## src/rtl/i2c_offl_pkg.sv

```systemverilog
// Package: shared codes and control-word field positions for the offload sequencer.
package i2c_offl_pkg;
    // Control word fields (software-visible, so positions are fixed)
    localparam int CB_WR   = 0;
    localparam int CB_RD   = 1;
    localparam int CB_ADDR = 2;
    localparam int ADDR_W  = 10;
    localparam int CB_TEN  = 12;
    localparam int CB_TXN  = 13;
    localparam int CB_RXN  = 16;
    localparam int CB_GO   = 19;
    localparam int CB_REP  = 20;
    localparam int CTRL_W  = 21;

    // Register selects
    localparam logic [2:0] SEL_CTRL  = 3'd0;
    localparam logic [2:0] SEL_TXLO  = 3'd1;
    localparam logic [2:0] SEL_TXHI  = 3'd2;
    localparam logic [2:0] SEL_CAUSE = 3'd3;
    localparam logic [2:0] SEL_MASK  = 3'd4;

    typedef enum logic [2:0] {
        OP_START   = 3'd0,
        OP_RESTART = 3'd1,
        OP_WRITE   = 3'd2,
        OP_READ    = 3'd3,
        OP_STOP    = 3'd4
    } eng_op_t;

    typedef enum logic [2:0] {
        K_START, K_ADDR1, K_ADDR2, K_WDATA, K_MID, K_RDATA, K_STOP
    } step_t;

    typedef enum logic [1:0] {
        P_IDLE, P_ISSUE, P_WAIT, P_FINISH
    } phase_t;
endpackage

```

## src/rtl/i2c_offl_addr.sv

```systemverilog
// Address formatter: builds the first and second address bytes for
// seven-bit or ten-bit targets. Purely combinational; assumes the
// caller only uses `second` when ten-bit mode is selected.
module i2c_offl_addr #(
    parameter int AW = 10
) (
    input  logic [AW-1:0] addr,
    input  logic          ten,
    input  logic          dir,
    output logic [7:0]    first,
    output logic [7:0]    second
);
    // Select the header form for ten-bit mode or the plain form
    always_comb begin
        if (ten) first = {5'b11110, addr[9:8], dir};
        else     first = {addr[6:0], dir};
        second = addr[7:0];
    end
endmodule

```

## src/rtl/i2c_offl_regs.sv

```systemverilog
// Register bank: control, transmit words, cause, mask and error status.
// Registers a launch request one cycle so the sequencer sees a stable
// control word. Assumes fin is a one-cycle pulse from the sequencer.
module i2c_offl_regs #(
    parameter int BYTES = 8,
    localparam int W = 8 * BYTES
) (
    input  logic                              clk,
    input  logic                              rst_n,
    input  logic                              reg_wr,
    input  logic [2:0]                        reg_sel,
    input  logic [31:0]                       reg_wdata,
    input  logic                              seq_busy,
    input  logic                              fin,
    input  logic                              fin_err,
    output logic [i2c_offl_pkg::CTRL_W-1:0]   ctrl_q,
    output logic [W-1:0]                      tx_q,
    output logic                              go_q,
    output logic                              err_q,
    output logic                              cause_q,
    output logic                              irq
);
    import i2c_offl_pkg::*;

    logic mask_q;
    logic busy_any;
    logic wr_ctrl;

    assign busy_any = seq_busy | go_q;
    assign wr_ctrl  = reg_wr && (reg_sel == SEL_CTRL) && !busy_any;

    // Control word and launch strobe; writes while busy are dropped
    always_ff @(posedge clk) begin
        if (!rst_n) begin
            ctrl_q <= '0;
            go_q   <= 1'b0;
        end else begin
            go_q <= wr_ctrl && reg_wdata[CB_GO];
            if (wr_ctrl) ctrl_q <= reg_wdata[CTRL_W-1:0];
        end
    end

    // Transmit payload words, low word first in byte order
    always_ff @(posedge clk) begin
        if (!rst_n) begin
            tx_q <= '0;
        end else if (reg_wr && reg_sel == SEL_TXLO) begin
            tx_q[31:0] <= reg_wdata;
        end else if (reg_wr && reg_sel == SEL_TXHI) begin
            tx_q[W-1:32] <= reg_wdata[W-33:0];
        end
    end

    // Cause flag: completion has priority over a software write
    always_ff @(posedge clk) begin
        if (!rst_n)                             cause_q <= 1'b0;
        else if (fin)                           cause_q <= 1'b1;
        else if (reg_wr && reg_sel == SEL_CAUSE) cause_q <= reg_wdata[0];
    end

    // Mask flag
    always_ff @(posedge clk) begin
        if (!rst_n)                             mask_q <= 1'b0;
        else if (reg_wr && reg_sel == SEL_MASK) mask_q <= reg_wdata[0];
    end

    // Error status: cleared at launch, loaded at completion
    always_ff @(posedge clk) begin
        if (!rst_n)    err_q <= 1'b0;
        else if (fin)  err_q <= fin_err;
        else if (go_q) err_q <= 1'b0;
    end

    assign irq = cause_q & mask_q;
endmodule

```

## src/rtl/i2c_offl_seq.sv

```systemverilog
// Transaction sequencer: walks the write and/or read phase one engine
// command at a time (issue, then wait for the response), collects
// received bytes, and flags completion. Assumes the engine answers each
// command with exactly one rsp_done pulse, never before the command.
module i2c_offl_seq #(
    parameter int BYTES = 8,
    localparam int W = 8 * BYTES,
    localparam int CNT_W = $clog2(BYTES)
) (
    input  logic                             clk,
    input  logic                             rst_n,
    input  logic                             go,
    input  logic [i2c_offl_pkg::CTRL_W-1:0]  ctrl,
    input  logic [W-1:0]                     tx,
    input  logic                             rsp_done,
    input  logic                             rsp_acked,
    input  logic [7:0]                       rsp_byte,
    input  logic                             rsp_fault,
    output logic                             cmd_go,
    output logic [2:0]                       cmd_op,
    output logic [7:0]                       cmd_byte,
    output logic                             cmd_give_ack,
    output logic                             busy,
    output logic                             fin,
    output logic                             fin_err,
    output logic [W-1:0]                     rx
);
    import i2c_offl_pkg::*;

    phase_t             ph_q;
    step_t              step_q;
    logic               rd_ph_q;
    logic [CNT_W-1:0]   cnt_q;
    logic               err_q;
    logic [7:0]         addr_first, addr_second;
    eng_op_t            op_c;
    step_t              after_addr;
    logic               bad;
    logic               rx_we;

    wire               do_wr   = ctrl[CB_WR];
    wire               do_rd   = ctrl[CB_RD];
    wire [ADDR_W-1:0]  addr    = ctrl[CB_ADDR +: ADDR_W];
    wire               ten     = ctrl[CB_TEN];
    wire [CNT_W-1:0]   tx_last = ctrl[CB_TXN +: CNT_W];
    wire [CNT_W-1:0]   rx_last = ctrl[CB_RXN +: CNT_W];
    wire               rep     = ctrl[CB_REP];

    i2c_offl_addr #(.AW(ADDR_W)) u_addr (
        .addr   (addr),
        .ten    (ten),
        .dir    (rd_ph_q),
        .first  (addr_first),
        .second (addr_second)
    );

    // Command presented to the engine for the current step
    always_comb begin
        op_c     = OP_STOP;
        cmd_byte = 8'h00;
        case (step_q)
            K_START: op_c = OP_START;
            K_ADDR1: begin op_c = OP_WRITE; cmd_byte = addr_first;  end
            K_ADDR2: begin op_c = OP_WRITE; cmd_byte = addr_second; end
            K_WDATA: begin op_c = OP_WRITE; cmd_byte = tx[cnt_q*8 +: 8]; end
            K_MID:   op_c = rep ? OP_RESTART : OP_STOP;
            K_RDATA: op_c = OP_READ;
            default: op_c = OP_STOP;
        endcase
    end

    assign cmd_go       = (ph_q == P_ISSUE);
    assign cmd_op       = op_c;
    assign cmd_give_ack = (step_q == K_RDATA) && (cnt_q != rx_last);
    assign after_addr   = rd_ph_q ? K_RDATA : K_WDATA;
    assign bad          = rsp_fault ||
                          (!rsp_acked && (step_q == K_ADDR1 || step_q == K_ADDR2 || step_q == K_WDATA));
    assign rx_we        = (ph_q == P_WAIT) && rsp_done && (step_q == K_RDATA) && !rsp_fault;

    // Phase and step progression of the transaction
    always_ff @(posedge clk) begin
        if (!rst_n) begin
            ph_q    <= P_IDLE;
            step_q  <= K_START;
            rd_ph_q <= 1'b0;
            cnt_q   <= '0;
            err_q   <= 1'b0;
        end else begin
            case (ph_q)
                P_IDLE: if (go) begin
                    err_q   <= 1'b0;
                    cnt_q   <= '0;
                    step_q  <= K_START;
                    rd_ph_q <= !do_wr;
                    ph_q    <= (do_wr || do_rd) ? P_ISSUE : P_FINISH;
                end
                P_ISSUE: ph_q <= P_WAIT;
                P_WAIT: if (rsp_done) begin
                    ph_q  <= P_ISSUE;
                    cnt_q <= '0;
                    if (step_q == K_STOP) begin
                        ph_q <= P_FINISH;
                        if (rsp_fault) err_q <= 1'b1;
                    end else if (bad) begin
                        step_q <= K_STOP;
                        err_q  <= 1'b1;
                    end else begin
                        case (step_q)
                            K_START: step_q <= K_ADDR1;
                            K_ADDR1: step_q <= ten ? K_ADDR2 : after_addr;
                            K_ADDR2: step_q <= after_addr;
                            K_WDATA:
                                if (cnt_q == tx_last) step_q <= do_rd ? K_MID : K_STOP;
                                else                  cnt_q  <= cnt_q + CNT_W'(1);
                            K_MID: begin
                                rd_ph_q <= 1'b1;
                                step_q  <= rep ? K_ADDR1 : K_START;
                            end
                            K_RDATA:
                                if (cnt_q == rx_last) step_q <= K_STOP;
                                else                  cnt_q  <= cnt_q + CNT_W'(1);
                            default: step_q <= K_STOP;
                        endcase
                    end
                end
                P_FINISH: ph_q <= P_IDLE;
                default:  ph_q <= P_IDLE;
            endcase
        end
    end

    // One receive lane per byte: cleared at launch, loaded on its turn
    for (genvar i = 0; i < BYTES; i++) begin : g_lane
        logic [7:0] lane_q;
        always_ff @(posedge clk) begin
            if (!rst_n)                                     lane_q <= 8'h00;
            else if (ph_q == P_IDLE && go)                  lane_q <= 8'h00;
            else if (rx_we && cnt_q == CNT_W'(i))           lane_q <= rsp_byte;
        end
        assign rx[i*8 +: 8] = lane_q;
    end

    assign busy    = (ph_q != P_IDLE);
    assign fin     = (ph_q == P_FINISH);
    assign fin_err = err_q;
endmodule

```

## src/rtl/i2c_offl_top.sv

```systemverilog
// Top of the short-transaction offload sequencer: register bank plus
// sequencer driving a byte-level bus engine. Assumes one engine command
// outstanding at a time.
module i2c_offl_top #(
    parameter int BYTES = 8
) (
    input  logic        clk,
    input  logic        rst_n,
    input  logic        reg_wr,
    input  logic [2:0]  reg_sel,
    input  logic [31:0] reg_wdata,
    output logic [31:0] rx_lo,
    output logic [31:0] rx_hi,
    output logic        err_status,
    output logic        cause,
    output logic        irq,
    output logic        cmd_go,
    output logic [2:0]  cmd_op,
    output logic [7:0]  cmd_byte,
    output logic        cmd_give_ack,
    input  logic        rsp_done,
    input  logic        rsp_acked,
    input  logic [7:0]  rsp_byte,
    input  logic        rsp_fault
);
    import i2c_offl_pkg::*;
    localparam int W = 8 * BYTES;

    logic [CTRL_W-1:0] ctrl_q;
    logic [W-1:0]      tx_q, rx_q;
    logic              go_q, busy, fin, fin_err;

    i2c_offl_regs #(.BYTES(BYTES)) u_regs (
        .clk       (clk),
        .rst_n     (rst_n),
        .reg_wr    (reg_wr),
        .reg_sel   (reg_sel),
        .reg_wdata (reg_wdata),
        .seq_busy  (busy),
        .fin       (fin),
        .fin_err   (fin_err),
        .ctrl_q    (ctrl_q),
        .tx_q      (tx_q),
        .go_q      (go_q),
        .err_q     (err_status),
        .cause_q   (cause),
        .irq       (irq)
    );

    i2c_offl_seq #(.BYTES(BYTES)) u_seq (
        .clk          (clk),
        .rst_n        (rst_n),
        .go           (go_q),
        .ctrl         (ctrl_q),
        .tx           (tx_q),
        .rsp_done     (rsp_done),
        .rsp_acked    (rsp_acked),
        .rsp_byte     (rsp_byte),
        .rsp_fault    (rsp_fault),
        .cmd_go       (cmd_go),
        .cmd_op       (cmd_op),
        .cmd_byte     (cmd_byte),
        .cmd_give_ack (cmd_give_ack),
        .busy         (busy),
        .fin          (fin),
        .fin_err      (fin_err),
        .rx           (rx_q)
    );

    assign rx_lo = rx_q[31:0];
    assign rx_hi = rx_q[63:32];
endmodule

```

## config.mk

```make
export PLATFORM = sky130hd
export DESIGN_NAME = i2c_offl_top
export DESIGN_NICKNAME = d
export VERILOG_FILES = /design/src/rtl/i2c_offl_pkg.sv /design/src/rtl/i2c_offl_addr.sv /design/src/rtl/i2c_offl_regs.sv /design/src/rtl/i2c_offl_seq.sv /design/src/rtl/i2c_offl_top.sv
export SDC_FILE = /design/constraint.sdc
export NUM_CORES = 1
export LEC_CHECK = 0
export ABC_AREA = 1
export CORE_MARGIN = 10
export CORE_UTILIZATION = 40
export CTS_CLUSTER_DIAMETER = 150
export DETAILED_ROUTE_END_ITERATION = 8
export GPL_TIMING_DRIVEN = 0
export PLACE_DENSITY = 0.65
export SYNTH_ARGS = -nofsm -noshare
export SYNTH_HDL_FRONTEND = slang
export SYNTH_SLANG_ARGS = --single-unit
```

## constraint.sdc

```tcl
create_clock -name clk -period 1.7 [get_ports clk]
set_input_delay 0.34 -clock clk [delete_from_list [all_inputs] [get_ports clk]]
set_output_delay 0.34 -clock clk [all_outputs]
set_load 0.005 [all_outputs]
```

* After elaboration in Yosys (flattened, before gate mapping)
Index checks and enable logic that the tools add are counted.
** Storage, ports and cells
- Flip-flop bits (word level) :: 163
- Input port bits :: 49
- Output and inout bits :: 80
** Cells by class
- Add/subtract/negate cells :: 1
- Equality and inequality tests :: 32
- Shifts and indexed selects :: 1
- Muxes and demuxes :: 43
- Bitwise logic cells :: 4
- Reductions and logical operators :: 45
** Operators with widths (number)
- $shiftx 64x7->8 :: 1
- $mux 3 :: 14
- $eq 3x3->1 const B :: 8
- $pmux 8 s3 :: 1
- $logic_and 1x1->1 :: 21
- $eq 3x2->1 const B :: 6
- $pmux 3 s2 :: 3
- $pmux 3 s6 :: 1
- $mux 1 :: 14
- $pmux 3 s4 :: 1
- $reduce_and 6->1 :: 2
- $mux 2 :: 5
- $ne 2x2->1 const B :: 5
- $eq 3x1->1 const B :: 3
- $logic_not 3->1 :: 3
- $mux 8 :: 1
- $ne 4x3->1 const B :: 2
- $pmux 2 s4 :: 1
- $reduce_bool 2->1 :: 4
- $eq 3x3->1 :: 2
- $reduce_and 5->1 :: 1
- $eq 2x2->1 const B :: 2
- $logic_not 1->1 :: 4
- $logic_or 1x1->1 :: 4
- 14 further kinds :: 17

* Depth between registers and ports, before layout
- Depth in word-level cells :: 9
- Depth in mapped cells :: 13
- Gate-level depth less buffers :: 12

* Modules after synthesis
From an unflattened synthesis, not the netlist that was laid out.
** Second synthesis, totals
- Cells, all modules :: 1059
- Area, all modules :: 7370.8 µm²
** By module, submodules not included
- i2c_offl_seq :: times used 1, cells an instance 595, area an instance 3977.6 µm², sequential area each 1481.4 µm²
- i2c_offl_regs :: times used 1, cells an instance 442, area an instance 3266.9 µm², sequential area each 1781.7 µm²
- i2c_offl_addr :: times used 1, cells an instance 22, area an instance 126.4 µm², sequential area each 0.0 µm²

* Worst setup path before layout
Ideal clock, no wire load.
- Kind :: register to register
- Start :: reg u_seq.cnt_q[1]
- End :: reg u_seq.g_lane[5].lane_q[7]
- Library setup time :: 70 ps
- Data arrival time :: 1762 ps
- Path slack :: -132 ps
- Stages on the path, launching flop included :: 10
- Path through :: dfxtp_1 -> buf_2 -> inv_1 -> buf_2 -> buf_2 -> ha_1 -> clkbuf_1 -> clkbuf_1 -> nand3_1 -> a21oi_1
** Between the ends
- Cells in the longest elaborated chain, start to end :: 2
** Ends and longest elaborated chain
- start, declared :: line i2c_offl_seq.sv:33 : logic [CNT_W-1:0] cnt_q;
- start signal, assigned :: line i2c_offl_seq.sv:114 : else cnt_q <= cnt_q + CNT_W'(1);
- start signal, assigned :: line i2c_offl_seq.sv:121 : else cnt_q <= cnt_q + CNT_W'(1);
- $eq 3x3->1 :: line i2c_offl_seq.sv:138 : else if (rx_we && cnt_q == CNT_W'(i)) lane_q <= rsp_byte;
- $logic_and 1x1->1 :: line i2c_offl_seq.sv:138
- end signal, assigned :: line i2c_offl_seq.sv:138
- end, declared :: line i2c_offl_seq.sv:134 : logic [7:0] lane_q;
No other way between the ends.
A chain may end at the register's enable or synchronous reset.

* Worst setup path in the final report
- Start :: reg u_seq.cnt_q[0]
- End :: out cmd_byte[0]
** Between the ends
- Cells in the longest elaborated chain, start to end :: 2
** Ends and longest elaborated chain
- $shiftx 64x7->8 :: line i2c_offl_seq.sv:65 : K_WDATA: begin op_c = OP_WRITE; cmd_byte = tx[cnt_q*8 +: 8]; end
- $pmux 8 s3 :: line i2c_offl_seq.sv:61 : case (step_q)
- end, declared :: line i2c_offl_top.sv:19 : output logic [7:0] cmd_byte,
No other way between the ends.

==> results summary <==
The initial standard-cell utilization of the core came out at between 40% and 50%. For this design the ratio of total power to cell area is a little under 1000 nW/µm². The die outline area came out at 22900 µm². The iteration-0 DRC count of the detailed router came out at approximately 700. The clock skew after layout is about 0.011 ns. After Yosys synthesis, and, or, nand and nor cells account for 27.7% of the synthesized area. The count of final hold-check violations came out at 0.

Of the total synthesized cell area, the portion taken by XOR and XNOR cells is less than 1%. The async set-or-reset flop fraction in the synthesized netlist came out at 0%. Measured against its own limit, the worst slew margin works out to roughly 56%.

Summing the areas of all compound-gate instances in the mapped netlist gives between 10% and 20% of the synthesized area. Dividing the detail-routed via count by the number of cells gives between 5 and 6. The post-layout minimum cycle time is around 2.2 ns.

The die is 151 µm tall. Walking the worst path, the cells encountered are buf_8 -> clkinv_8 -> buf_8 -> nor2_4 -> o21ai_2 -> o211ai_1 -> o211ai_1 -> buf_2. Along the worst path, the maximum fanout reaches 7. The most frequently used cell type in the post-synthesis netlist is sky130_fd_sc_hd__nor2_1. The arrival time of data at the critical path endpoint is between 1.5 and 2 ns. The number of antenna violations at the first check in global routing is 0. In this design, the largest share of critical-path delay is due to buffers and inverters. Summed over all nets, the half-perimeter wirelength after detailed placement is between 15000 and 20000 µm. The initialized floorplan defines 47 standard-cell rows. The clock buffer count from CTS came out at 17. The fraction of post-synthesis cell area in the top cell type by area came out at 47.0%.

The net count of the mapped netlist is just over 1000. The prevailing post-synth register cell is sky130_fd_sc_hd__dfxtp_1. By area the synthesized netlist is led by sky130_fd_sc_hd__dfxtp_1, sky130_fd_sc_hd__nor2_1, sky130_fd_sc_hd__o21ai_0. The minimum hold slack came out at about 0.39 ns. The run finished, with violations left. The startpoint identified for the worst hold timing path is rsp_byte[6]. The required arrival time at the worst endpoint came out at approximately 1.4 ns. The buffer levels on the longest clock path is 2.

The root buffer cell chosen for the clock tree is sky130_fd_sc_hd__clkbuf_16. Counting flops with a built-in enable in the synthesized netlist gives 0. The count of fill cells added during filler insertion came out at 1522. The pin count of the biggest net entering global routing came out at 17.

The final standard cell utilization of the core is ~60%. The critical path contains buffers and inverters numbering 4 combined. The checks that failed: setup timing. The congestion estimate from routability-driven global placement came to about 0.9.

The kind of end point of the critical path is an output pin. The clock transition at the register clock pins on the worst setup and hold paths after CTS came out at around 0.070 ns. The first-pass iteration count of the detailed router is 5. The slew of the pin with the lowest slew margin came out at around 0.66 ns. The final routed DRC violation total came out at 0. Across every metal layer, demand over resource in global routing totals about 20%. The worst setup margin came out at -0.468 ns. In this run the critical register-to-register path is launched from u_seq.cnt_q[0]$_SDFFE_PN0P_.

The synthesized flop and latch total is 162. After detailed routing, the total wire length is approximately 24000 µm. The total standard cell area after synthesis is 6900 µm². The number of inserted diodes came out at 0. The critical path in this run is classified as register to output pin. The detailed-route wire length per cell is 17.6 µm. For this design the static power due to leakage is between 4 and 5 nW.

The setup TNS is -4.10 ns. The number of warnings issued by yosys is 0. After synthesis, the share of cell area in mux cells is less than 1%. The largest total area in the synthesized netlist belongs to sky130_fd_sc_hd__dfxtp_1. Dividing the final minimum period by the clock period gives 128%. The source-to-sink clock delay at the later pin of the worst-skew pair is approximately 0.43 ns. The dominant combinational cell family by area after synthesis is simple AND/OR/NAND/NOR gates. The share of cells above drive strength 1 came out at between 20% and 30%. The startpoint class of the critical path is a register. The critical path's slowest cell is sky130_fd_sc_hd__dfxtp_2. During I/O placement, the number of pins put on the boundary was between 100 and 150. The tool flagged a number of max-cap violations equal to 0. Synthesis produced a netlist whose cell count is between 900 and 1000. In the synthesized netlist, the cells that appear most often are sky130_fd_sc_hd__nor2_1, sky130_fd_sc_hd__dfxtp_1, sky130_fd_sc_hd__o21ai_0, sky130_fd_sc_hd__nand2_1, sky130_fd_sc_hd__nand3_1. The number of slew-limit violations in the final report came out at 0. The number of buffers inserted by hold repair at cts is 0. IR analysis of the VDD net gives a maximum drop of 0.731 mV. The total overflow left after global routing is 0. The share of the Yosys chip area taken by registers is a little under half. The clock drives 162 sinks. The most critical setup path has its startpoint at u_seq.cnt_q[0]$_SDFFE_PN0P_. The number of global-route vias before repair was about 6700. The number of port buffers is between 100 and 150. In this run the number of H-tree levels came out at 4.

The worst hold path belongs to the class input port to register. The net total in the final layout is between 1000 and 1500. The adder-cell area share of the yosys netlist came out at 1.09%. The antenna violation net count after detailed routing came out at 0. The wire length of the first global-routing pass came out at between 30000 and 40000 µm.

Setup repair after global routing could not meet its margin everywhere. The post-synthesis to final-layout area growth came out at 45.1%. The number of setup violations in the final report came out at 22. The mean instance size in the synthesized netlist is 7.13 µm². The fmax is ~460 MHz. The maximum single-stage delay on the critical path came out at 0.35 ns. The clock tree from TritonCTS is built. The chip width is ~150 µm. The core region is approximately 17000 µm². The total vias in the final route came out at roughly 7300. The synthesized netlist contains 31 unique library cells.
-- worst reg2reg max path, cell delays in order, from the launching register on --
cell	delay, ns
sky130_fd_sc_hd__dfxtp_2	0.35
sky130_fd_sc_hd__buf_8	0.15
sky130_fd_sc_hd__clkinv_8	0.08
sky130_fd_sc_hd__buf_6	0.13
sky130_fd_sc_hd__nand2_1	0.05
sky130_fd_sc_hd__nand2_1	0.05
sky130_fd_sc_hd__nor2_2	0.10
sky130_fd_sc_hd__nand2_1	0.08
sky130_fd_sc_hd__nand2_2	0.08
sky130_fd_sc_hd__buf_4	0.11
sky130_fd_sc_hd__buf_4	0.10
sky130_fd_sc_hd__nand2_4	0.06
sky130_fd_sc_hd__nand2_4	0.07
sky130_fd_sc_hd__nand2_4	0.06
sky130_fd_sc_hd__nand2_1	0.06
sky130_fd_sc_hd__nand2_1	0.04
sky130_fd_sc_hd__nor2_1	0.13
-- path summary, 6_finish.rpt --
| path | end | slack (ns) | cells past startpoint |
|---|---|---|---|
| worst max-delay path | cmd_byte[0] | -0.47 | 8 |
| worst min-delay path | u_seq.g_lane[1].lane_q[6]$_SDFFE_PP0P_ | 0.39 | 3 |
| worst min register to register | u_regs.mask_q$_SDFFE_PN0P_ | 0.45 | 2 |
| worst max register to register | u_seq.step_q[2]$_SDFFE_PN0P_ | -0.06 | 16 |
-- flip-flops by register name, summed over array words and instances, names as in the netlist, 2 cells and up --
| register | cells |
|---|---|
| u_seq.ph_q | 2 |
| u_seq.step_q | 3 |
| u_regs.ctrl_q | 20 |
| u_regs.tx_q | 64 |
| u_seq.g_lane.lane_q | 64 |
| u_seq.cnt_q | 3 |
-- placed cells by master, fill, tap and decap left out, types with 5 or more instances in the layout --
cell                              count
sky130_fd_sc_hd__a21oi_1             63
sky130_fd_sc_hd__a21oi_2              7
sky130_fd_sc_hd__buf_2               16
sky130_fd_sc_hd__buf_4               22
sky130_fd_sc_hd__buf_6               21
sky130_fd_sc_hd__buf_8                5
sky130_fd_sc_hd__clkbuf_1            22
sky130_fd_sc_hd__clkbuf_16           21
sky130_fd_sc_hd__clkbuf_2             9
sky130_fd_sc_hd__clkbuf_8             5
sky130_fd_sc_hd__clkdlybuf4s50_1    105
sky130_fd_sc_hd__dfxtp_1            153
sky130_fd_sc_hd__dfxtp_2              8
sky130_fd_sc_hd__inv_1               27
sky130_fd_sc_hd__inv_2                8
sky130_fd_sc_hd__inv_6                6
sky130_fd_sc_hd__inv_8                5
sky130_fd_sc_hd__nand2_1            110
sky130_fd_sc_hd__nand2_2             18
sky130_fd_sc_hd__nand2_4              9
sky130_fd_sc_hd__nand3_1             61
sky130_fd_sc_hd__nand3_2             12
sky130_fd_sc_hd__nor2_1             219
sky130_fd_sc_hd__nor2_2              15
sky130_fd_sc_hd__nor2_4               9
sky130_fd_sc_hd__o211ai_1             5
sky130_fd_sc_hd__o21ai_0            103
sky130_fd_sc_hd__o21ai_1             24
sky130_fd_sc_hd__o21ai_2             12
sky130_fd_sc_hd__o221ai_1             7
-- stage by stage --
| stage | worst slack, ns | std cells | power (W) | cell area (µm²) |
|---|---|---|---|---|
| 5_1_grt | -0.536 | 1374 | 0.0100 | 10000 |
| 2_1_floorplan | 0.0254 | 967 | 0.00502 | 6900 |
| 6_report | -0.468 | 1374 | 0.00965 | 10000 |
| 3_5_place_dp | -0.907 | 1306 | 0.00555 | 8370 |
| 4_1_cts | -0.543 | 1355 | 0.00944 | 9440 |
| 3_3_place_gp | -0.905 | 1306 | 0.00555 | 8370 |
-- routing by layer --
metal	vias to the layer above	part of all wire (%)	track usage (%)
li1	3555	-	-
met1	3378	43	26.2
met2	339	45	31.5
met3	48	9.0	4.45
met4	0	2.7	7.12
met5	-	0	0
-- cells by family (layout without fill, tap and decap cells) --
group                    after synthesis  count (layout)
XOR/XNOR                               2               2
adder cells (fa/ha/maj)                6               6
buffers and inverters                104             290
AO/OA/AOI/OAI                        230             230
AND/OR/NAND/NOR                      462             463
multiplexers                           1               1
flip-flops                           162             162
-- cell type report --
cell class	instances	area [µm²]	share of cell area, %
Multi-Input combinational cell	702	3690	36.8
Sequential cell	162	3260	32.5
Timing Repair Buffer	160	1570	15.7
Clock buffer	17	425	4.25
Buffer	56	423	4.22
Tap cell	220	275	2.75
Inverter	42	200	2.00
Clock inverter	15	170	1.70
-- what timing repair did --
action                                  CTS  global route
endpoints found under the setup margin  158           152
pin swaps                                28            48
buffers inserted                         17            19
gates resized for setup                 145           163
gates cloned                              2             5
-- power by group --
part | switching (W) | internal [W] | leakage (nW)
Clock | 0.00171 | 0.00221 | 0.287
Sequential | 0.000154 | 0.00397 | 1.32
Combinational | 0.000996 | 0.000604 | 2.40
Power figures use the tool's default switching activity.
